**src/rtl/trip_pkg.sv**
```systemverilog
package trip_pkg;

  localparam int unsigned STAT_W = 3;

  localparam int unsigned ST_ID_BIT  = 0;
  localparam int unsigned ST_CMP_BIT = 1;
  localparam int unsigned ST_DIR_BIT = 2;

  typedef enum logic [1:0] {
    PH_IDLE   = 2'd0,
    PH_RD_ID  = 2'd1,
    PH_RD_CMP = 2'd2,
    PH_WR_DIR = 2'd3
  } trip_phase_e;

  localparam logic [STAT_W-1:0] CODE_NONE = 3'b011;

endpackage

```
**src/rtl/trip_rst_sync.sv**
```systemverilog
module trip_rst_sync #(
  parameter int unsigned STAGES = 2
) (
  input  logic clk,
  input  logic rst_n,
  output logic rst_q_n
);

  logic [STAGES-1:0] sync_q;

  always_ff @(posedge clk or negedge rst_n) begin
    if (!rst_n) begin
      sync_q <= '0;
    end else begin
      sync_q <= {sync_q[STAGES-2:0], 1'b1};
    end
  end

  assign rst_q_n = sync_q[STAGES-1];

endmodule

```
**src/rtl/trip_decide.sv**
```systemverilog
module trip_decide
  import trip_pkg::*;
(
  input  logic              id_bit,
  input  logic              cmp_bit,
  input  logic              pref,
  output logic              dir,
  output logic              none_resp,
  output logic [STAT_W-1:0] code
);

  always_comb begin
    none_resp = id_bit & cmp_bit;
    if (!id_bit && !cmp_bit) begin
      dir = pref;
    end else begin
      dir = id_bit;
    end
    code              = '0;
    code[ST_ID_BIT]   = id_bit;
    code[ST_CMP_BIT]  = cmp_bit;
    code[ST_DIR_BIT]  = none_resp ? 1'b0 : dir;
  end

endmodule

```
**src/rtl/trip_seq.sv**
```systemverilog
module trip_seq
  import trip_pkg::*;
(
  input  logic              clk,
  input  logic              rst_n,
  input  logic              start,
  input  logic              pref_dir,
  input  logic              slot_ack,
  input  logic              slot_rbit,
  output logic              slot_req,
  output logic              slot_wr,
  output logic              slot_wbit,
  output logic              accept,
  output logic              finish,
  output logic [STAT_W-1:0] final_code
);

  trip_phase_e phase_q, phase_d;
  logic        id_q, cmp_q, pref_q;
  logic        id_en, cmp_en, pref_en;
  logic        cmp_now;
  logic        dir_w, none_w;

  trip_decide u_decide (
    .id_bit    (id_q),
    .cmp_bit   (cmp_now),
    .pref      (pref_q),
    .dir       (dir_w),
    .none_resp (none_w),
    .code      (final_code)
  );

  always_comb begin
    cmp_now = (phase_q == PH_RD_CMP) ? slot_rbit : cmp_q;
    accept  = (phase_q == PH_IDLE) && start;
    id_en   = (phase_q == PH_RD_ID) && slot_ack;
    cmp_en  = (phase_q == PH_RD_CMP) && slot_ack;
    pref_en = accept;
    finish  = ((phase_q == PH_RD_CMP) && slot_ack && none_w) ||
              ((phase_q == PH_WR_DIR) && slot_ack);
  end

  always_comb begin
    phase_d = phase_q;
    case (phase_q)
      PH_IDLE:   if (start)    phase_d = PH_RD_ID;
      PH_RD_ID:  if (slot_ack) phase_d = PH_RD_CMP;
      PH_RD_CMP: if (slot_ack) phase_d = none_w ? PH_IDLE : PH_WR_DIR;
      PH_WR_DIR: if (slot_ack) phase_d = PH_IDLE;
      default:                 phase_d = PH_IDLE;
    endcase
  end

  always_ff @(posedge clk or negedge rst_n) begin
    if (!rst_n) begin
      phase_q <= PH_IDLE;
    end else begin
      phase_q <= phase_d;
    end
  end

  always_ff @(posedge clk or negedge rst_n) begin
    if (!rst_n) begin
      id_q <= 1'b0;
    end else if (id_en) begin
      id_q <= slot_rbit;
    end
  end

  always_ff @(posedge clk or negedge rst_n) begin
    if (!rst_n) begin
      cmp_q <= 1'b0;
    end else if (cmp_en) begin
      cmp_q <= slot_rbit;
    end
  end

  always_ff @(posedge clk or negedge rst_n) begin
    if (!rst_n) begin
      pref_q <= 1'b0;
    end else if (pref_en) begin
      pref_q <= pref_dir;
    end
  end

  assign slot_req  = (phase_q != PH_IDLE);
  assign slot_wr   = (phase_q == PH_WR_DIR);
  assign slot_wbit = (phase_q == PH_WR_DIR) ? dir_w : 1'b0;

  // a pending request is held, kind unchanged, until acknowledged
  assert_req_held_R1: assert property (@(posedge clk) disable iff (!rst_n)
    (slot_req && !slot_ack) |=> (slot_req && $stable(slot_wr)));

  // start while busy leaves the captured preference untouched
  assert_busy_start_ignored_R9: assert property (@(posedge clk) disable iff (!rst_n)
    (slot_req && !finish) |=> $stable(pref_q));

  // no write slot follows when both reads returned 1
  assert_no_write_on_none_R3: assert property (@(posedge clk) disable iff (!rst_n)
    (slot_req && !slot_wr && slot_ack && id_q && slot_rbit && phase_q == PH_RD_CMP) |=> !slot_req);

endmodule

```
**src/rtl/trip_status.sv**
```systemverilog
module trip_status
  import trip_pkg::*;
(
  input  logic              clk,
  input  logic              rst_n,
  input  logic              accept,
  input  logic              finish,
  input  logic [STAT_W-1:0] final_code,
  output logic [STAT_W-1:0] status,
  output logic              done
);

  logic [STAT_W-1:0] stat_q, stat_d;
  logic              stat_en;
  logic              done_q;

  always_comb begin
    stat_en = accept | finish;
    stat_d  = finish ? final_code : '0;
  end

  always_ff @(posedge clk or negedge rst_n) begin
    if (!rst_n) begin
      stat_q <= '0;
    end else if (stat_en) begin
      stat_q <= stat_d;
    end
  end

  always_ff @(posedge clk or negedge rst_n) begin
    if (!rst_n) begin
      done_q <= 1'b0;
    end else begin
      done_q <= finish;
    end
  end

  assign status = stat_q;
  assign done   = done_q;

  // completion pulse lasts one clock
  assert_done_single_R7: assert property (@(posedge clk) disable iff (!rst_n)
    done |=> !done);

  // status only moves on start acceptance or completion
  assert_status_hold_R8: assert property (@(posedge clk) disable iff (!rst_n)
    (!accept && !finish) |=> $stable(status));

endmodule

```
**src/rtl/srch_triplet.sv**
```systemverilog
module srch_triplet
  import trip_pkg::*;
#(
  parameter int unsigned RST_STAGES = 2
) (
  input  logic              clk,
  input  logic              rst_n,
  input  logic              start,
  input  logic              pref_dir,
  output logic              slot_req,
  output logic              slot_wr,
  output logic              slot_wbit,
  input  logic              slot_ack,
  input  logic              slot_rbit,
  output logic [STAT_W-1:0] status,
  output logic              done
);

  logic              rst_q_n;
  logic              accept, finish;
  logic [STAT_W-1:0] final_code;

  trip_rst_sync #(.STAGES(RST_STAGES)) u_rst (
    .clk     (clk),
    .rst_n   (rst_n),
    .rst_q_n (rst_q_n)
  );

  trip_seq u_seq (
    .clk        (clk),
    .rst_n      (rst_q_n),
    .start      (start),
    .pref_dir   (pref_dir),
    .slot_ack   (slot_ack),
    .slot_rbit  (slot_rbit),
    .slot_req   (slot_req),
    .slot_wr    (slot_wr),
    .slot_wbit  (slot_wbit),
    .accept     (accept),
    .finish     (finish),
    .final_code (final_code)
  );

  trip_status u_stat (
    .clk        (clk),
    .rst_n      (rst_q_n),
    .accept     (accept),
    .finish     (finish),
    .final_code (final_code),
    .status     (status),
    .done       (done)
  );

  // only the five legal codes are reported on completion
  assert_legal_code_R2: assert property (@(posedge clk) disable iff (!rst_q_n)
    done |-> (status == 3'b000 || status == 3'b010 || status == CODE_NONE ||
              status == 3'b100 || status == 3'b101));

  // write bit of the last slot matches the reported direction
  assert_wbit_matches_R6: assert property (@(posedge clk) disable iff (!rst_q_n)
    (done && status != CODE_NONE) |-> ($past(slot_wr) && $past(slot_wbit) == status[ST_DIR_BIT]));

  // idle after reset
  assert_idle_reset_R10: assert property (@(posedge clk)
    !rst_q_n |-> (!slot_req && !done && status == '0));

endmodule

```
**config.mk**
```make
export PLATFORM = sky130hd
export DESIGN_NAME = srch_triplet
export DESIGN_NICKNAME = d
export VERILOG_FILES = /design/src/rtl/trip_pkg.sv /design/src/rtl/trip_rst_sync.sv /design/src/rtl/trip_decide.sv /design/src/rtl/trip_seq.sv /design/src/rtl/trip_status.sv /design/src/rtl/srch_triplet.sv
export SDC_FILE = /design/constraint.sdc
export NUM_CORES = 1
export LEC_CHECK = 0
export BUFFER_PORTS_ARGS = -buffer_cell sky130_fd_sc_hd__buf_2
export CAP_MARGIN = 20
export CELL_PAD_IN_SITES_DETAIL_PLACEMENT = 0
export CELL_PAD_IN_SITES_GLOBAL_PLACEMENT = 1
export CORE_UTILIZATION = 37
export CTS_CLUSTER_DIAMETER = 150
export DETAILED_ROUTE_END_ITERATION = 6
export PLACE_DENSITY_LB_ADDON = 0.1
export SKIP_CTS_REPAIR_TIMING = 1
export SYNTH_ARGS = -nofsm -noshare
export SYNTH_HDL_FRONTEND = slang
export SYNTH_SLANG_ARGS = --single-unit
```
**constraint.sdc**
```tcl
create_clock -name clk -period 1.5 [get_ports clk]
set_input_delay 0.075 -clock clk [delete_from_list [all_inputs] [get_ports clk]]
set_output_delay 0.075 -clock clk [all_outputs]
set_load 0.01 [all_outputs]
```
======== Word level (Yosys, flattened, before mapping) ========
Cells that the tools add are included.
storage, ports and cells
  register bits after elaboration ......... 11
  input port bits ......................... 6
  output and inout port bits .............. 7
operators by class
  equality and inequality tests ........... 7
  multiplexer cells ....................... 11
  bitwise operators ....................... 2
  reductions and logical operators ........ 12
operators with widths
  operator                                               count
  two-way mux 2 bit                                      5
  case mux 2 bit (4 select lines)                        1
  logical AND 1 bit                                      6
  inequality test 2 bit, second input constant           3
  == test 2 bit, second input constant                   2
  two-way mux 1 bit                                      4
  AND reduction 4 bit                                    1
  two-way mux 3 bit                                      1
  == test 2 x 1 -> 1 bit, second input constant          1
  zero test 1 bit                                        2
  zero test 2 bit                                        1
  inequality test 2 x 1 -> 1 bit, second input constant  1
  nonzero test 2 bit                                     1
  AND 1 bit                                              1
  logical OR 1 bit                                       1
  bitwise OR 1 bit                                       1

======== Longest topological paths before layout ========
Gate-level depths: netlist of run 1.
  depth in word-level cells ............... 7
  depth in mapped cells ................... 4
  depth with buffers taken out ............ 3

======== By module ========
A second synthesis of run 1 with hierarchy kept.
second synthesis, totals
  cells, all modules ...................... 43
  area, all modules ....................... 536.8 um2
modules (own cells, without submodules)
  module         instances  cells each  area each (um2)  sequential area each (um2)
  trip_seq       1          25          309.0            125.1
  trip_status    1          8           132.6            100.1
  trip_rst_sync  1          3           53.8             50.0
  trip_decide    1          7           41.3             0.0

======== Worst setup path after synthesis of run 1 ========
Ideal clock, no wire load.
  path type ............................... register to register
  from .................................... reg u_seq.phase_q[1]
  to ...................................... reg u_stat.stat_q[1] (netlist: u_stat.status[1])
  library setup time ...................... 0.125 ns
  arrival time ............................ 1.233 ns
  slack ................................... 0.143 ns
  stages on the path, launching flop included .. 4
  buffers on the path ..................... 0
  cells stage by stage .................... dfrtp_1 -> or3b_4 -> and2_0 -> mux2_2
on the way
  word-level cells in the longest chain between the ends .. 6
  elaborated cells between the ends (all ways) .. 12
  those cells by class .................... eq/ne (2); mux (2); bitwise (2); reduce/logical (6)
RTL lines
  element                                                RTL line                              text
  start: declaration                                     trip_seq.sv:18                        trip_phase_e phase_q, phase_d;
  start signal: assignment                               trip_seq.sv:58                        phase_q <= phase_d;
  == test 2 bit                                          trip_seq.sv:34, trip_seq.sv:39
  two-way mux 1 bit                                      trip_seq.sv:34                        cmp_now = (phase_q == PH_RD_CMP) ? slot_rbit : cmp_q;
  AND 1 bit                                              trip_decide.sv:13                     none_resp = id_bit & cmp_bit;
  logical AND 1 bit                                      trip_seq.sv:39                        finish = ((phase_q == PH_RD_CMP) && slot_ack && none_w) ||
  logical OR 1 bit                                       trip_seq.sv:39
  two-way mux 3 bit or bitwise OR 1 bit (tied branches)  trip_status.sv:19, trip_status.sv:18
  end signal: assignment                                 trip_status.sv:26                     stat_q <= stat_d;
  end: declaration                                       trip_status.sv:13                     logic [STAT_W-1:0] stat_q, stat_d;
Several ways; a longest one is shown, not always the timed one.
A chain may end at the register's enable or synchronous reset.

======== Final worst setup path of run 1 ========
  from .................................... reg u_seq.phase_q[1]
  to ...................................... out slot_wbit
on the way
  word-level cells in the longest chain between the ends .. 6
  elaborated cells between the ends (all ways) .. 7
  those cells by class .................... eq/ne (2); mux (3); reduce/logical (2)
RTL lines
  element                RTL line            text
  == test 2 bit          trip_seq.sv:34
  two-way mux 1 bit      trip_seq.sv:34
  zero test 1 bit        trip_decide.sv:14   if (!id_bit && !cmp_bit) begin
  logical AND 1 bit      trip_decide.sv:14
  two-way mux 1 bit      trip_decide.sv:14
  two-way mux 1 bit (*)  trip_seq.sv:88      assign slot_wbit = (phase_q == PH_WR_DIR) ? dir_w : 1'b0;
  end: declaration       srch_triplet.sv:12  output logic slot_wbit,
Every way passes the cells marked *; elsewhere a longest branch is shown, timed or not.

==> reports/summary.md, run 1 <==
STA puts the critical path data arrival time at 1400 ps. Cell type contributing the most total cell area after synthesis: sky130_fd_sc_hd__dfrtp_1. The primary flip-flop cell chosen by synthesis mapping is sky130_fd_sc_hd__dfrtp_1. The critical path endpoint category is a primary output. The final layout contains 77 nets. The filler cells instantiated in the layout total 133. The largest clock skew in the final design came out at 5.830 ps. The flip-flop and latch count after synthesis works out to 11.

Max-cap violations in this run came to 0. Counting along the longest clock path gives a buffer depth of 2. During placement, the flow inserted port buffers numbering 12. Derived from the worst setup path, the maximum achievable clock frequency is 0.6792 GHz.

A synthesized cell averages 10.84 um^2. The power per cell area was 2051 nW/um^2; the initial core utilization was 40.00%. The final core utilization came out at 52.60%. Type of the most critical hold path: input pin to flop. After synthesis, flip-flops and latches occupy 52.88% of the total area. The die covers 1561 um^2. The clock latency on the worst-skew pair is 260 ps. The final critical path takes up 98.15% of the cycle.

Counting flops with a built-in enable in the synthesized netlist gives 0. Setup repair after global routing could not meet its margin everywhere. Setup total negative slack on the finished layout was measured at 0 ps. The core outline area came out at 1301 um^2. The number of nets in the synthesized netlist came out at 54. The gate count of the mapped netlist came out at 48. Across every metal layer, demand over resource in global routing totals 16.47%. Number of hold violations in the final report: 0. Buffer cell driving the clock tree root: sky130_fd_sc_hd__clkbuf_4. Wires add up to 1.038 mm. The number of slew-limit violations in the final report came out at 0. Counting I/O delays and the setup requirement, the final critical path takes 1472 ps.

The die outline width works out to 39.51 um. Setup violations remaining at the end of the flow were counted as 0. The run finished with clean final reports. The wire length of the first global-routing pass came out at 1.593 mm. Category of the most critical setup path: flop to primary output. In this run the static leakage power is 0.3440 nW.

The number of DRC markers in iteration 0 was 5; the share of async-settable or async-resettable flops after synthesis was 100.0%. The top cell type by area accounts for 52.88% of the synthesized area. The count of buffer and inverter cells on the critical path came out at 1.

The detail-routed via count per cell came out at 5.106. TritonCTS built the clock tree. The worst-case IR drop observed on VDD is 0.7683 mV. Post-route DRC violation count: 0. The cell type of the slowest stage on the worst timing path was sky130_fd_sc_hd__dfrtp_2. For this run the aggregate overflow at the end of global routing stands at 0. Routability-driven placement finished with a final weighted congestion of 0.7982. The number of antenna violations at the first check in global routing was 0; the overall via count from detail_route was 434. Synthesis-to-layout area growth: 31.49%. The Yosys step of the flow raised 0 warnings. The tools report the type of element launching the critical path as a flop. The average detailed-routed wire length per instance came out at 12.21 um.

The number of antenna diodes in the final layout is 0. Counting instances in the post-synthesis netlist gives the leading cell types as 11 x sky130_fd_sc_hd__dfrtp_1, 4 x sky130_fd_sc_hd__mux2_2, 4 x sky130_fd_sc_hd__nor2_1. The logs give 1 for the total number of H-tree levels and 1420 ps for the required time of the worst setup path. The floorplan has 13 rows.

The number of clock buffers added by TritonCTS is 3. After synthesis, the netlist uses 23 different library cells. In this run the worst path has a maximum fanout of 5.

The kind of cell with the highest combined delay along the critical path is flip-flops. The wire-length estimate of the detail-placed layout is 777.8 um. The most common cell in the netlist was sky130_fd_sc_hd__dfrtp_1. Entering global routing, the biggest net connects 11 pins.

The clock sink count was 11; the delay of the slowest cell on the worst path was 430 ps. In the post-synthesis netlist, the biggest area contributors are sky130_fd_sc_hd__dfrtp_1 53%, sky130_fd_sc_hd__mux2_2 8.7%, sky130_fd_sc_hd__o211ai_1 4.3%, sky130_fd_sc_hd__a21oi_1 2.9%, sky130_fd_sc_hd__and2_2 2.9%. Measured along the y axis, the die boundary spans 39.51 um. Traced cell by cell, the critical path runs through and3b_2, a211o_1, a21boi_1, buf_2.

Of the cells placed in the final design, the portion with a size suffix greater than 1 is 47.14%. After clock tree synthesis, the clock-pin slew on the worst setup and hold paths is 70 ps. The logs give 0 for the number of antenna-violating nets in the routed design and 399 for the via count of the first global-routing pass. The I/O pin count was 13. After synthesis the cells add up to 520.5 um^2.

The first detailed-routing pass ran for 4 iterations.
-- worst paths after layout --
kind	start	endpoint	slack, ps	depth (start not counted)
worst max-delay path	u_seq.phase_q[1]	slot_wbit	30	4
worst min-delay path	pref_dir	u_seq.pref_q	60	2
worst max register to register	u_seq.phase_q[1]	u_stat.status[1]	120	3
worst min register to register	u_rst.sync_q[1]	u_stat.status[2]	150	0
max in group asynchronous	u_rst.sync_q[1]	u_seq.phase_q[1]	1070	0
min in group asynchronous	rst_n	u_rst.sync_q[0]	120	2
-- area by class of cell --
cell class / instances / area, um^2 / area share [%]
sequential: 11 / 276.5 / 40.40
multi-input combinational: 33 / 236.5 / 34.55
timing repair buffer: 19 / 115.1 / 16.82
clock buffer: 4 / 26.28 / 3.839
tap: 15 / 18.77 / 2.742
inverter: 3 / 11.26 / 1.645
-- metal layers --
layer  global-route usage [%]  up-vias  part of all wire [%]
li1                         -      210                     -
met1                    18.48      205                    45
met2                    26.64       17                    48
met3                    3.409        2                   6.4
met4                    12.93        0                  0.77
met5                        0        -                     0
-- worst register-to-register path, cell delays in order, from the launching register on --
cell                      delay (ps)
sky130_fd_sc_hd__dfrtp_2         430
sky130_fd_sc_hd__or3b_4          420
sky130_fd_sc_hd__and2_0          160
sky130_fd_sc_hd__mux2_2          250
-- flip-flops by register name, summed over array words and instances, names as in the netlist --
register and flops:
u_stat.status 3, u_seq.id_q 1, u_seq.cmp_q 1, u_rst.sync_q 2, u_stat.done 1, u_seq.pref_q 1
u_seq.phase_q 2
-- cell usage in the layout, fill, tap and decap left out --
master and n:
sky130_fd_sc_hd__buf_2 12, sky130_fd_sc_hd__dfrtp_1 10, sky130_fd_sc_hd__buf_4 6, sky130_fd_sc_hd__nor2_1 4, sky130_fd_sc_hd__mux2_2 4, sky130_fd_sc_hd__nand2_1 3, sky130_fd_sc_hd__a21oi_1 3, sky130_fd_sc_hd__inv_1 3
sky130_fd_sc_hd__o211ai_1 3, sky130_fd_sc_hd__clkbuf_4 3, sky130_fd_sc_hd__and2_2 2, sky130_fd_sc_hd__or2_2 1, sky130_fd_sc_hd__nand2b_4 1, sky130_fd_sc_hd__and3b_2 1, sky130_fd_sc_hd__a211o_1 1, sky130_fd_sc_hd__a21boi_1 1
sky130_fd_sc_hd__or3b_4 1, sky130_fd_sc_hd__and2_0 1, sky130_fd_sc_hd__a21o_1 1, sky130_fd_sc_hd__mux2i_1 1, sky130_fd_sc_hd__and2b_2 1, sky130_fd_sc_hd__nor3_1 1, sky130_fd_sc_hd__o31ai_1 1, sky130_fd_sc_hd__nand4_1 1
sky130_fd_sc_hd__clkbuf_1 1, sky130_fd_sc_hd__dlygate4sd3_1 1, sky130_fd_sc_hd__conb_1 1, sky130_fd_sc_hd__dfrtp_2 1
-- kinds of logic (layout without fill, tap and decap cells) --
logic type	count (synthesis)	in the layout	share of synthesized area [%]
AND/OR/NAND/NOR	17	17	19.47
other	1	1	0.7205
multiplexers	5	5	10.58
AO/OA/AOI/OAI	10	10	13.22
flip-flops	11	11	52.88
buffers and inverters	4	26	3.124
-- per-stage QoR --
step / hold WS, ps / instances / cell area [um^2] / setup WS (ps) / total power, mW
floorplan: -220.6 / 48 / 520.5 / 142.7 / 0.9053
global placement: -141.0 / 77 / 616.8 / 158.2 / 1.130
detailed placement: -139.9 / 77 / 616.8 / 136.1 / 1.124
CTS: -419.5 / 81 / 643.1 / -111.9 / 1.323
global route: 58.02 / 85 / 684.4 / -46.38 / 1.528
finish: 62.08 / 85 / 684.4 / 27.75 / 1.404
-- where the power goes --
part           internal, mW  switching [mW]  leakage [nW]  total [mW]
Combinational         0.385           0.325         0.197       0.710
Sequential            0.415          0.0874         0.133       0.502
Clock                 0.103          0.0890        0.0150       0.192
(Power assumes the default switching activity.)
==> inputs of run 2 (changes only) <==
Settings changed: PLACE_DENSITY set to 0.81, PLACE_DENSITY_LB_ADDON 0.1 to not set, SLEW_MARGIN set to 20.
==> run 2 against run 1 <==
The flow now finishes with violations (negative setup slack); count of clock-buffer cells in the layout shrank 1; sequential cell count unchanged; die area unchanged.
==> reports/summary.md, run 2 (synthesis gave the netlist of run 1 again) <==
The number of antenna-violating nets in the routed design was 0 (unchanged). The worst setup path is launched from a flop. The ratio of cells with drive above 1 in the final layout is 49.28% (+2.1 points), and the worst hold-check slack is 28.58 ps (-33.50 ps). The tools report the final global-route overflow total as 0 (unchanged). The shortest clock period the worst path allows after layout is 1508 ps (+35.55 ps).

The largest clock skew in the final design is 4.136 ps (-1.695 ps), and the count of input and output buffers is 12 (unchanged). The via count of the first global-routing pass is 354 (-11%), and the number of hold violations in the final report is 0 (unchanged). The flow ran to the end, but the final reports show violations. The worst-case setup margin in the final layout was -7.802 ps (-35.55 ps). The tools report the clock sink count as 11 (unchanged). Setup repair after global routing could not meet its margin everywhere.

The switching power summed over all nets is 0.5195 mW (+3.6%). The root buffer cell chosen for the clock tree is sky130_fd_sc_hd__clkbuf_4. The vertical extent of the die came out at 39.51 um (unchanged).

The max-cap check violation count came out at 0 (unchanged). The category of cells accounting for the largest share of critical-path delay is flip-flops. Total number of H-tree levels: 1 (unchanged).

The core outline area was 1301 um^2 (unchanged). The most common cell after layout, fill and taps aside was sky130_fd_sc_hd__buf_2. Initial core utilization: 40.00% (unchanged).

The post-route DRC violation count was 0 (unchanged); the internal power contribution was 0.9129 mW (+1.2%). The post-placement worst setup slack is 100.6 ps (-35.46 ps), and the average detailed-routed wire length per instance is 12.45 um (+2.0%). The delay of the slowest cell on the worst path is 440 ps (about the same), and the power per cell area is 2070 nW/um^2 (+0.93%). The I/O pin count came out at 13 (unchanged).

Arrival time reported for the critical path endpoint: 1430 ps (+30 ps). Type of the most critical hold path: input pin to flop. For the clock network fraction of design power, the log shows 14.2% (+0.6 points). The filler cell count in the final layout was 123 (-7.5%); the ratio of final minimum period to clock period was 100.5% (+2.4 points). The non-filler instance count after layout is 84 (-1.2%), and the die outline width is 39.51 um (unchanged). The tools report the proportion of power drawn by flip-flops and latches as 35.7% (about the same). The depth of the critical timing path with buffers and inverters included came out at 4 (unchanged). The total routing usage reported by global routing was 15.93% (-0.54 points); the wire length of the first global-routing pass was 1.538 mm (-3.5%). The largest voltage drop on the vdd net came out at 0.7797 mV (+1.5%). The count of buffer and inverter cells on the critical path works out to 1 (unchanged). The number of rows created at floorplan came out at 13 (unchanged).

The run gives 419 (-3.5%) as the overall via count from detail_route. Category of the most critical setup path: flop to primary output. The detail-routed via count per cell works out to 4.988 (-2.3%).

The clock-pin slew of the registers on the worst-case setup and hold paths was 70 ps (about the same). The die area was 1561 um^2 (unchanged); the synthesis-to-layout area growth was 32.93%. The share of total power consumed by net switching was 36.27% (+0.54 points); the number of DRC markers in iteration 0 was 3 (-2). The run gives 0 (unchanged) as the number of antenna violations at the first check in global routing. Walking the worst path, the cells encountered are and3b_2, a211o_1, a21boi_1, buf_2.

The cell type of the slowest stage on the worst timing path is sky130_fd_sc_hd__dfrtp_2. The number of slew-limit violations in the final report was 0 (unchanged). The run gives 0.6632 GHz (-2.4%) as the maximum achievable frequency.

The clock latency on the worst-skew pair was 270 ps (about the same); the number of flip-flops under the largest register name was 3 (unchanged). The tools report the wire length after detailed routing as 1.046 mm (+0.77%). The worst setup path is captured at a primary output. The largest net degree at the start of global routing was 10 (-1); the fraction of power consumed by combinational cells was 50.2% (-0.4 points).

The count of cells along the worst register-to-register path came out at 3 (unchanged). The detailed-placement wirelength estimate came out at 760.5 um (-2.2%). The maximum fanout along the worst path was 6 (+1); the TritonCTS buffer count was 3 (unchanged).

Buffer depth of the longest clock path: 2 (unchanged). For the first-pass iteration count of the detailed router, the log shows 4 (unchanged). The tools report the total negative slack as -7.802 ps (-7.802 ps). The run gives 0.8262 (+3.5%) as the weighted congestion reported at the end of routability-driven placement. Cell depth of the worst hold path: 2 (unchanged). For the final antenna diode count, the log shows 0 (unchanged). The logs give 53.17% (+0.58 points) for the final core utilization and 1420 ps (about the same) for the required time of the worst setup path.

Count of final setup violators: 1 (+1). Placed instance count: 77 (unchanged). Leaving out fill and tap cells, the most frequent cells in the layout are 11 x sky130_fd_sc_hd__buf_2, 9 x sky130_fd_sc_hd__dfrtp_1, 4 x sky130_fd_sc_hd__nor2_1, 4 x sky130_fd_sc_hd__mux2_2, 4 x sky130_fd_sc_hd__buf_4.

The final reports fail on negative setup slack. The static leakage came out at 0.3467 nW (+0.76%). Number of nets in the layout: 76 (-1.3%). TritonCTS built the clock tree.
-- run 2: final cells by class --
type / instances / area [um^2] / area share, %
clock buffer: 3 / 22.52 / 3.255
clock inverter: 1 / 5.005 / 0.7233
inverter: 3 / 11.26 / 1.627
multi-input combinational: 33 / 239.0 / 34.54
sequential: 11 / 277.8 / 40.14
tap: 15 / 18.77 / 2.712
timing repair buffer: 18 / 117.6 / 17.00
-- run 2: layer usage --
layer | up-vias | global-route usage (%) | share of wire [%]
li1 | 206 | - | -
met1 | 199 | 20.43 | 48
met2 | 12 | 22.54 | 44
met3 | 2 | 8.523 | 6.3
met4 | 0 | 5.172 | 1.1
met5 | - | 0 | 0
-- run 2: power groups by stage --
stage | Sequential [mW] | Combinational [mW] | Clock, mW
after floorplan | 0.514 | 0.392 | 0
after global placement | 0.516 | 0.595 | 0
after detailed placement | 0.520 | 0.597 | 0
after CTS | 0.513 | 0.598 | 0.216
after global routing | 0.535 | 0.792 | 0.234
final | 0.511 | 0.718 | 0.203
-- run 2: worst paths after layout --
path,startpoint,endpoint,slack (ps)
hold / removal,pref_dir,u_seq.pref_q,30
setup / recovery,u_seq.phase_q[1],slot_wbit,-8
setup reg to reg,u_seq.phase_q[1],u_stat.status[1],100
min in group asynchronous,rst_n,u_rst.sync_q[0],110
max in group asynchronous,u_rst.sync_q[1],u_seq.phase_q[0],1050
hold reg to reg,u_rst.sync_q[1],u_stat.status[0],150
-- run 2: worst reg2reg max path, stage by stage (launching register included) --
cell	delay [ps]
sky130_fd_sc_hd__dfrtp_2	440
sky130_fd_sc_hd__or3b_4	440
sky130_fd_sc_hd__and2_0	160
sky130_fd_sc_hd__mux2_2	250
-- run 2: through the flow --
stage          area (um^2)  power, mW
2_1_floorplan        520.5     0.9053
3_3_place_gp         616.8      1.111
3_5_place_dp         616.8      1.117
4_1_cts              644.4      1.328
5_1_grt              691.9      1.560
6_report             691.9      1.432
